File: src/rtl/flash_dual_pkg.sv
package flash_dual_pkg;
  typedef enum logic [2:0] {
    ST_OFF,
    ST_OPC,
    ST_WEN_WAIT,
    ST_ADDR,
    ST_DUMMY,
    ST_DATA,
    ST_SKIP
  } fd_state_e;
endpackage

File: src/rtl/fd_in_sync.sv
module fd_in_sync #(
  parameter int W      = 4,
  parameter int STAGES = 2,
  parameter logic [W-1:0] RST_VAL = '0
) (
  input  logic         clk,
  input  logic         rst,
  input  logic [W-1:0] d,
  output logic [W-1:0] q
);
  generate
    if (STAGES == 1) begin : g_single
      always_ff @(posedge clk) begin
        if (rst) q <= RST_VAL;
        else     q <= d;
      end
    end else begin : g_chain
      logic [STAGES*W-1:0] chain;
      always_ff @(posedge clk) begin
        if (rst) chain <= {STAGES{RST_VAL}};
        else     chain <= {chain[(STAGES-1)*W-1:0], d};
      end
      assign q = chain[STAGES*W-1 -: W];
    end
  endgenerate
endmodule

File: src/rtl/fd_otp_store.sv
module fd_otp_store #(
  parameter int AW = 6,
  parameter int DW = 8,
  localparam int DEPTH = 1 << AW
) (
  input  logic          clk,
  input  logic          we,
  input  logic [AW-1:0] waddr,
  input  logic [DW-1:0] wdata,
  input  logic [AW-1:0] raddr,
  output logic [DW-1:0] rdata
);
  logic [DW-1:0] mem [DEPTH];

  always_ff @(posedge clk) begin
    if (we) mem[waddr] <= wdata;
    rdata <= mem[raddr];
  end
endmodule

File: src/rtl/fd_cmd_engine.sv
module fd_cmd_engine
  import flash_dual_pkg::*;
#(
  parameter int AW         = 6,
  parameter int DW         = 8,
  parameter int ADDR_CLKS  = 12,
  parameter int DUMMY_CLKS = 8,
  parameter logic [7:0] OPC_WEN  = 8'h06,
  parameter logic [7:0] OPC_ROTP = 8'h4B
) (
  input  logic          clk,
  input  logic          rst,
  input  logic          cs_s,
  input  logic          sck_rise,
  input  logic          sck_fall,
  input  logic [1:0]    dq_s,
  input  logic [DW-1:0] rdata,
  output logic [AW-1:0] raddr,
  output logic [1:0]    dq_out,
  output logic          oe,
  output logic          wel
);
  localparam int OPC_CLKS = 4;
  localparam int MAXC     = (ADDR_CLKS > DUMMY_CLKS) ? ADDR_CLKS : DUMMY_CLKS;
  localparam int CW       = $clog2(MAXC) + 1;
  localparam int GRPS     = DW / 2;
  localparam int GW       = (GRPS > 1) ? $clog2(GRPS) : 1;

  fd_state_e     state;
  logic [CW-1:0] cnt;
  logic [5:0]    op_sh;
  logic [AW-1:0] a_sh;
  logic [AW-1:0] ptr;
  logic [DW-1:0] obyte;
  logic [GW-1:0] grp;
  logic [7:0]    op_full;

  assign op_full = {op_sh, dq_s};
  assign raddr   = ptr;

  always_ff @(posedge clk) begin
    if (rst) begin
      state  <= ST_OFF;
      cnt    <= '0;
      op_sh  <= '0;
      a_sh   <= '0;
      ptr    <= '0;
      obyte  <= '0;
      grp    <= '0;
      dq_out <= '0;
      oe     <= 1'b0;
      wel    <= 1'b0;
    end else if (cs_s) begin
      if (state == ST_WEN_WAIT) wel <= 1'b1;
      state <= ST_OFF;
      cnt   <= '0;
      grp   <= '0;
      oe    <= 1'b0;
    end else begin
      case (state)
        ST_OFF: begin
          state <= ST_OPC;
          cnt   <= '0;
        end
        ST_OPC: if (sck_rise) begin
          op_sh <= {op_sh[3:0], dq_s};
          cnt   <= cnt + 1'b1;
          if (cnt == CW'(OPC_CLKS - 1)) begin
            cnt <= '0;
            if (op_full == OPC_WEN)       state <= ST_WEN_WAIT;
            else if (op_full == OPC_ROTP) state <= ST_ADDR;
            else                          state <= ST_SKIP;
          end
        end
        ST_WEN_WAIT: if (sck_rise) state <= ST_SKIP;
        ST_ADDR: if (sck_rise) begin
          a_sh <= {a_sh[AW-3:0], dq_s};
          cnt  <= cnt + 1'b1;
          if (cnt == CW'(ADDR_CLKS - 1)) begin
            ptr   <= {a_sh[AW-3:0], dq_s};
            cnt   <= '0;
            state <= ST_DUMMY;
          end
        end
        ST_DUMMY: if (sck_rise) begin
          cnt <= cnt + 1'b1;
          if (cnt == CW'(DUMMY_CLKS - 1)) begin
            cnt   <= '0;
            grp   <= '0;
            state <= ST_DATA;
          end
        end
        ST_DATA: if (sck_fall) begin
          oe  <= 1'b1;
          grp <= grp + 1'b1;
          if (grp == '0) begin
            dq_out <= rdata[DW-1:DW-2];
            obyte  <= {rdata[DW-3:0], 2'b00};
            ptr    <= ptr + 1'b1;
          end else begin
            dq_out <= obyte[DW-1:DW-2];
            obyte  <= {obyte[DW-3:0], 2'b00};
          end
        end
        ST_SKIP: ;
        default: state <= ST_OFF;
      endcase
    end
  end
endmodule

File: src/rtl/flash_dual_otp_target.sv
module flash_dual_otp_target #(
  parameter int OTP_AW     = 6,
  parameter int SYNC_STAGES = 2,
  parameter int ADDR_CLKS  = 12,
  parameter int DUMMY_CLKS = 8
) (
  input  logic              clk,
  input  logic              rst,
  input  logic              spi_cs_n,
  input  logic              spi_sck,
  input  logic [1:0]        dq_in,
  output logic [1:0]        dq_out,
  output logic [1:0]        dq_oe,
  output logic              wel,
  input  logic              otp_we,
  input  logic [OTP_AW-1:0] otp_waddr,
  input  logic [7:0]        otp_wdata
);
  localparam int DW = 8;

  logic [3:0]        pins_s;
  logic              cs_s, sck_s, sck_q, sck_rise, sck_fall, oe;
  logic [1:0]        dq_s;
  logic [OTP_AW-1:0] raddr;
  logic [DW-1:0]     rdata;

  fd_in_sync #(.W(4), .STAGES(SYNC_STAGES), .RST_VAL(4'b1000)) u_sync (
    .clk(clk), .rst(rst), .d({spi_cs_n, spi_sck, dq_in}), .q(pins_s)
  );

  assign cs_s  = pins_s[3];
  assign sck_s = pins_s[2];
  assign dq_s  = pins_s[1:0];

  always_ff @(posedge clk) begin
    if (rst) sck_q <= 1'b0;
    else     sck_q <= sck_s;
  end

  assign sck_rise = sck_s & ~sck_q;
  assign sck_fall = ~sck_s & sck_q;

  fd_otp_store #(.AW(OTP_AW), .DW(DW)) u_store (
    .clk(clk), .we(otp_we), .waddr(otp_waddr), .wdata(otp_wdata),
    .raddr(raddr), .rdata(rdata)
  );

  fd_cmd_engine #(
    .AW(OTP_AW), .DW(DW), .ADDR_CLKS(ADDR_CLKS), .DUMMY_CLKS(DUMMY_CLKS)
  ) u_eng (
    .clk(clk), .rst(rst), .cs_s(cs_s), .sck_rise(sck_rise), .sck_fall(sck_fall),
    .dq_s(dq_s), .rdata(rdata), .raddr(raddr), .dq_out(dq_out), .oe(oe), .wel(wel)
  );

  assign dq_oe = {oe, oe};
endmodule

File: config.mk
export PLATFORM = sky130hd
export DESIGN_NAME = flash_dual_otp_target
export DESIGN_NICKNAME = d
export VERILOG_FILES = /design/src/rtl/flash_dual_pkg.sv /design/src/rtl/fd_in_sync.sv /design/src/rtl/fd_otp_store.sv /design/src/rtl/fd_cmd_engine.sv /design/src/rtl/flash_dual_otp_target.sv
export SDC_FILE = /design/constraint.sdc
export NUM_CORES = 1
export LEC_CHECK = 0
export BUFFER_PORTS_ARGS = -buffer_cell sky130_fd_sc_hd__buf_2
export CORE_ASPECT_RATIO = 0.5
export CORE_MARGIN = 1
export CORE_UTILIZATION = 41
export CTS_CLUSTER_SIZE = 16
export DETAILED_ROUTE_END_ITERATION = 6
export PLACE_DENSITY = 0.55
export SETUP_SLACK_MARGIN = 0.05
export SKIP_CTS_REPAIR_TIMING = 1
export SYNTH_ARGS = -nofsm -noshare
export SYNTH_HDL_FRONTEND = slang
export SYNTH_HIERARCHICAL = 1
export SYNTH_SLANG_ARGS = --single-unit
File: constraint.sdc
create_clock -name clk -period 3.2 [get_ports clk]
set_input_delay 0.32 -clock clk [delete_from_list [all_inputs] [get_ports clk]]
set_output_delay 0.32 -clock clk [all_outputs]
set_load 0.02 [all_outputs]
### After elaboration in Yosys (flattened, before gate mapping)

Memory sizes are Yosys's and may differ from the RTL's. A register that Yosys moved wholly into a read port is not among the register bits.
Cells that the tools add are included.
W data, S select, Z words.

* memories kept: 1
* flip-flop bits (word level): 47
* memory bits (writable): 512
* logic and storage cells: 88
* output and inout port bits: 5
* bits of input ports: 21

* add/subtract/negate cells: 3
* equal/unequal tests: 20
* muxes and demuxes: 30
* reduce and logical (&&, ||, !) cells: 16
* bitwise gates (word level): 6

Memory list
* u_store.mem: words 64, bits a word 8, rd ports 1, clocked after Yosys merged registers in 1, write ports 1, RTL line fd_otp_store.sv:13 `logic [DW-1:0] mem [DEPTH];`

Operator list (number)
* $mux W5: 6
* $mux W3: 9
* $mux W6: 4
* $pmux W5 S4: 1
* $pmux W3 S6: 1
* $pmux W6 S2: 1
* $ne A2 B2 Y1 const B: 5
* $eq A3 B3 Y1 const B: 3
* $reduce_and A3 Y1: 3
* $eq A8 B3 Y1 const B: 1
* $eq A8 B7 Y1 const B: 1
* $mux W2: 4
* $mux W8: 1
* $ne A2 B1 Y1 const B: 4
* $reduce_and A4 Y1: 2
* $reduce_and A8 Y1: 1
* $add A6 B1 Y6 const B: 1
* $eq A3 B2 Y1 const B: 2
* $reduce_and A6 Y1: 1
* $add A5 B1 Y5 const B: 1
* $eq A5 B2 Y1 const B: 1
* $eq A5 B3 Y1 const B: 1
* $eq A5 B4 Y1 const B: 1
* $not A1 Y1: 4
* 11 further kinds: 16

### Longest topological paths before layout

* depth after elaboration: 6
* gate-level depth with buffers: 9
* depth with buffers taken out: 5

### Hierarchy

The synthesis kept the hierarchy.

By module, submodules not included
* fd_otp_store: times used 1, seq. area each 15534.9 µm², cells an instance 940, area each 20166.8 µm²
* fd_cmd_engine: times used 1, seq. area each 720.7 µm², cells an instance 223, area each 2018.2 µm²
* fd_in_sync: times used 1, seq. area each 160.2 µm², cells an instance 20, area each 240.2 µm²
* flash_dual_otp_target: times used 1, seq. area each 20.0 µm², cells an instance 6, area each 53.8 µm²

### Worst setup path before layout

OpenSTA, ideal clock, no wires.

* kind: flip-flop to flip-flop
* from: reg u_eng.ptr[0] (netlist: u_eng/raddr[0])
* to: reg u_store.rdata[3] (read register of u_store.mem)
* setup slack: 1.132 ns
* period minus slack after synthesis: 2.068 ns
* setup time: 0.128 ns
* arrival time: 1.940 ns
* data required time: 3.072 ns
* cell stages (with the launch flop): 7
* cells stage by stage: dfxtp_1 > buf_6 > buf_4 > mux4_2 > mux4_2 > o21ai_1 > o41ai_1

RTL lines
* start, declared: RTL line fd_cmd_engine.sv:33 `logic [AW-1:0] ptr;`
* start signal, assigned: RTL line fd_cmd_engine.sv:80 `ptr <= {a_sh[AW-3:0], dq_s};`
* start signal, assigned: RTL line fd_cmd_engine.sv:99 `ptr <= ptr + 1'b1;`
* end, declared: RTL line fd_otp_store.sv:11 `output logic [DW-1:0] rdata`

### Final worst setup path

* from: reg u_eng.state[0]
* to: reg u_eng.ptr[1] (netlist: u_eng/raddr[1])

* longest elaborated chain between the ends: 3
* elaborated cells on any way between the ends: 9
* classes of those cells: eq/ne (6); mux (1); reduce/logical (2)

RTL lines
* start, declared: RTL line fd_cmd_engine.sv:29 `fd_state_e state;`
* start signal, assigned: RTL line fd_cmd_engine.sv:43 `state <= ST_OFF;`
* start signal, assigned: RTL line fd_cmd_engine.sv:55 `state <= ST_OFF;`
* start signal, assigned: RTL line fd_cmd_engine.sv:62 `state <= ST_OPC;`
* $eq A3 B3 Y1 / $eq A3 B2 Y1 (equally long branches): RTL line fd_cmd_engine.sv:60 `case (state)`
* $ne A2 B1 Y1 (no line) (tied with other cells)
* $reduce_and A6 Y1 (no line)

Several ways; a longest one is shown, not always the timed one.
A chain may end at the register's enable or synchronous reset.

==> summary.md <==
| Metric | Value |
|---|---|
| Xor/xnor share of the synthesized area | `0` |
| Leak Pwr | `just under 8 nW` |
| Synth Area in Compound Gates | `0.0376` |
| Sequential-to-total area share from yosys stat | `0.731` |
| Post-route ant nets | `0` |
| Buf+Inv Stages, Crit Path | `0` |
| Max-cap violations | `0` |
| Global-route wire length before repair | `slightly below 80 mm` |
| Die height | `168 um` |
| Drt initial violations | `1205` |
| Htree depth | `2` |
| Final Cell Area | `between 0.02 and 0.03 mm2` |
| Synth Cell Area | `0.0225 mm2` |
| Critical Path End Type | `flip-flop` |
| Initial Util | `0.416` |
| Worst Max-Slew Pin Slew | `1.15 ns` |
| Layout cells sized above 1 | `0.253` |
| Worst hold path class | `input pin to flip-flop` |
| Number of flops mapped to enable cells by yosys | `512` |
| CP max stage delay | `0.80 ns` |
| CTS Buf Count | `50` |
| Minimum clock period | `between 2 and 3 ns` |
| Clock Skew | `~0.025 ns` |
| Metal-1 WL | `roughly 24 mm` |
| YS warnings | `6` |
| Final Wtd Congestion | `0.830` |
| Final hold vios | `0` |
| WL met3 | `3.55 mm` |
| Rows | `60` |
| Post-synthesis mux area share | `0.151` |
| Cell Count, Final, Fillers Out | `2033` |
| Die W | `333 um` |
| Via density | `5.74` |
| Critical path cell sequence | `and3b_1 > a32o_1 > a21oi_1 > a311oi_2` |
| Drt wl/cell | `25.8 um` |
| Critical path peak fanout | `19` |
| CORE AREA | `0.0540 mm2` |
| Unrepaired setup endpoints after global routing | `no` |
| Clock Sinks | `565` |
| Final setup viols | `0` |
| Max clock buf depth | `3` |
| WS Path Type | `flip-flop to flip-flop` |
| Post-synth ARST share | `0` |
| Met2 wire len | `23.7 mm` |
| CP max-delay cell | `a311oi_2` |
| Critical Path Source Type | `flip-flop` |
| Dpl hpwl | `33.7 mm` |
| Sequential cell area | `0.0164 mm2` |
| P per Cell Area | `561 mW/mm2` |
| Main flop type after synthesis | `edfxtp_1` |
| Vias in the first global route | `11856` |
| Crit path DAT | `3.13 ns` |
| Synth Area in Simple Gates | `0.0569` |
| CP delay by family, top | `compound AO/OA/AOI/OAI gates` |
| Synthesized area per cell | `18.9 um2` |
| Setup_tns | `0 ns` |
| Vias post-DR | `between 10000 and 15000` |
| Routed WL | `52.4 mm` |
| DP Area | `0.0238 mm2` |
| CTS root buf | `clkbuf_16` |
| Largest net degree at the start of global routing | `between 60 and 70` |
| Flops & latches, synth | `565` |
| Initial antenna violation count | `3` |
| Clk slew on worst S/H paths | `0.07 ns` |
| Layout area overhead | `12.9%` |
| Share of synthesized cell area in full adder, half adder and majority cells | `0.00167` |
| Distinct cells, synth | `72` |
| # nets final | `1307` |
| Die area | `0.0558 mm2` |
| Total grt overflow | `0` |
| Reg2reg setup slack | `about 0.46 ns` |
| Fillers | `between 4000 and 5000` |
| Clk_lat worst skew | `approximately 0.59 ns` |
| DRT Pass-1 Iters | `5` |
| Mapped Nets | `1213` |
| Top Metal Used | `met5` |
| Cells after synthesis | `1189` |
| DRC errors left | `0` |
| Largest family of logic cells by synthesized area | `multiplexers` |
| I/O pin cnt | `26` |
| Final Cycle Share | `0.856` |
| Status | `finished clean` |
| Rel. slew slack | `0.236` |
| Util after Layout | `0.470` |
| Peak VDD IR | `0.428 mV` |
| Multi-input logic area | `0.00557 mm2` |
| GRT Total Usage | `0.190` |
| Slew Limit Fails | `0` |
| Placed insts | `between 1500 and 2000` |
| Port Buffer Count | `25` |
| CTS tree | `built` |
| Max Fclk | `365 MHz` |
| Critical Path RT | `around 3.6 ns` |
## cells by family (layout without fill, tap and decap cells)
| family | after synthesis | in the layout |
|---|---|---|
| compound gates | 112 | 112 |
| fa+ha+maj | 3 | 3 |
| buf+inv | 77 | 206 |
| flops | 565 | 565 |
| mux | 181 | 181 |
| other cells | 0 | 2 |
| simple gates | 251 | 251 |
## cell type report
type                            count  area share
Sequential cell                   565       0.648
Timing Repair Buffer              114      0.0346
Antenna cell                        2    0.000197
Multi-Input combinational cell    547       0.220
Clock inverter                     23     0.00927
Inverter                            5    0.000740
Tap cell                          713      0.0352
Clock buffer                       64      0.0522
## synthesized netlist by cell type, types with 3 or more instances
library cell | number | share of area
edfxtp_1 | 512 | 0.68
o2bb2ai_1 | 3 | 0.0012
buf_6 | 8 | 0.0040
inv_1 | 5 | 0.00083
mux4_2 | 126 | 0.13
o22ai_1 | 8 | 0.0022
and2_1 | 3 | 0.00083
o2111ai_1 | 3 | 0.0012
nor2_1 | 108 | 0.018
dfxtp_1 | 53 | 0.047
mux2i_1 | 42 | 0.019
a31oi_1 | 4 | 0.0011
o32ai_1 | 4 | 0.0016
buf_4 | 20 | 0.0067
o211ai_1 | 5 | 0.0017
nand2_1 | 30 | 0.0050
nor4_1 | 4 | 0.0011
nand3b_1 | 6 | 0.0020
o21ai_0 | 9 | 0.0020
nor2b_1 | 26 | 0.0072
ha_1 | 3 | 0.0017
buf_2 | 16 | 0.0036
o221ai_1 | 9 | 0.0035
buf_1 | 4 | 0.00067
nor3_1 | 12 | 0.0027
a221oi_1 | 7 | 0.0027
mux2_2 | 13 | 0.0065
clkbuf_1 | 22 | 0.0037
nand2b_1 | 16 | 0.0045
nand3_1 | 19 | 0.0042
a21oi_1 | 18 | 0.0040
a211oi_1 | 11 | 0.0037
a22oi_1 | 5 | 0.0017
## path summary, 6_finish.rpt
| path | startpoint | to | cells after the start |
|---|---|---|---|
| setup / recovery | u_eng/state[0]$_SDFFE_PP0P_ | u_eng/raddr[1]$_SDFFE_PP0P_ | 4 |
| hold / removal | otp_waddr[0] | u_store/mem[61][3]$_DFFE_PP_ | 3 |
| setup reg to reg | u_eng/state[0]$_SDFFE_PP0P_ | u_eng/raddr[1]$_SDFFE_PP0P_ | 4 |
| hold reg to reg | u_sync/g_chain.chain[3]$_SDFF_PP1_ | u_sync/g_chain.chain[7]$_SDFF_PP1_ | 1 |
## worst reg2reg max path, cell delays in order, from the launching register on
cell	delay, ns
dfxtp_1	0.72
and3b_1	0.54
a32o_1	0.37
a21oi_1	0.13
a311oi_2	0.80
## sequential cells by signal, summed over array words and instances (netlist names), 2 cells and up
signal	flops
u_store/mem	512
u_store/rdata	8
u_sync/g_chain.chain	8
u_eng/obyte	6
u_eng/op_sh	6
u_eng/raddr	6
u_eng/cnt	5
u_eng/a_sh	4
u_eng/state	3
u_eng/dq_out	2
u_eng/grp	2
## layer usage
metal  vias to the layer above  global-route usage
met4                         2              0.0449
met2                       384               0.289
li1                       5021                   -
met3                        78              0.0389
met5                         -                   0
met1                      6188               0.283
## cells in the final DEF, fill, tap and decap left out, types with 7 or more instances in the layout
master,instances
a221oi_1,7
nor3_1,12
o221ai_1,9
o22ai_1,8
edfxtp_1,512
a211oi_1,11
nand2_1,30
nor2b_1,26
nand2b_1,16
clkbuf_16,51
mux2_2,13
dfxtp_1,49
buf_4,79
mux4_2,126
nand3_1,19
clkbuf_1,13
mux2i_1,42
o21ai_0,9
a21oi_1,18
buf_2,25
clkinv_1,9
nor2_1,108
## per-stage QoR
| stage | setup WS (ns) | hold slack, ns | power, mW |
|---|---|---|---|
| after floorplan | 1.13 | 0.383 | 8.34 |
| after global placement | 0.193 | 0.405 | 8.51 |
| after detailed placement | 0.175 | 0.397 | 8.52 |
| after CTS | 0.163 | -0.0817 | 14.4 |
| after global routing | 0.432 | 0.281 | 14.7 |
| final | 0.462 | 0.267 | 14.2 |
## where the power goes
group | switching (mW) | total [mW] | leakage (nW) | internal [mW]
Sequential | 0.0172 | 8.10 | 5.04 | 8.09
Clock | 2.62 | 5.87 | 0.748 | 3.25
Combinational | 0.199 | 0.256 | 2.03 | 0.0570
Total | 2.84 | 14.2 | 7.82 | 11.4
(Power assumes the default switching activity.)
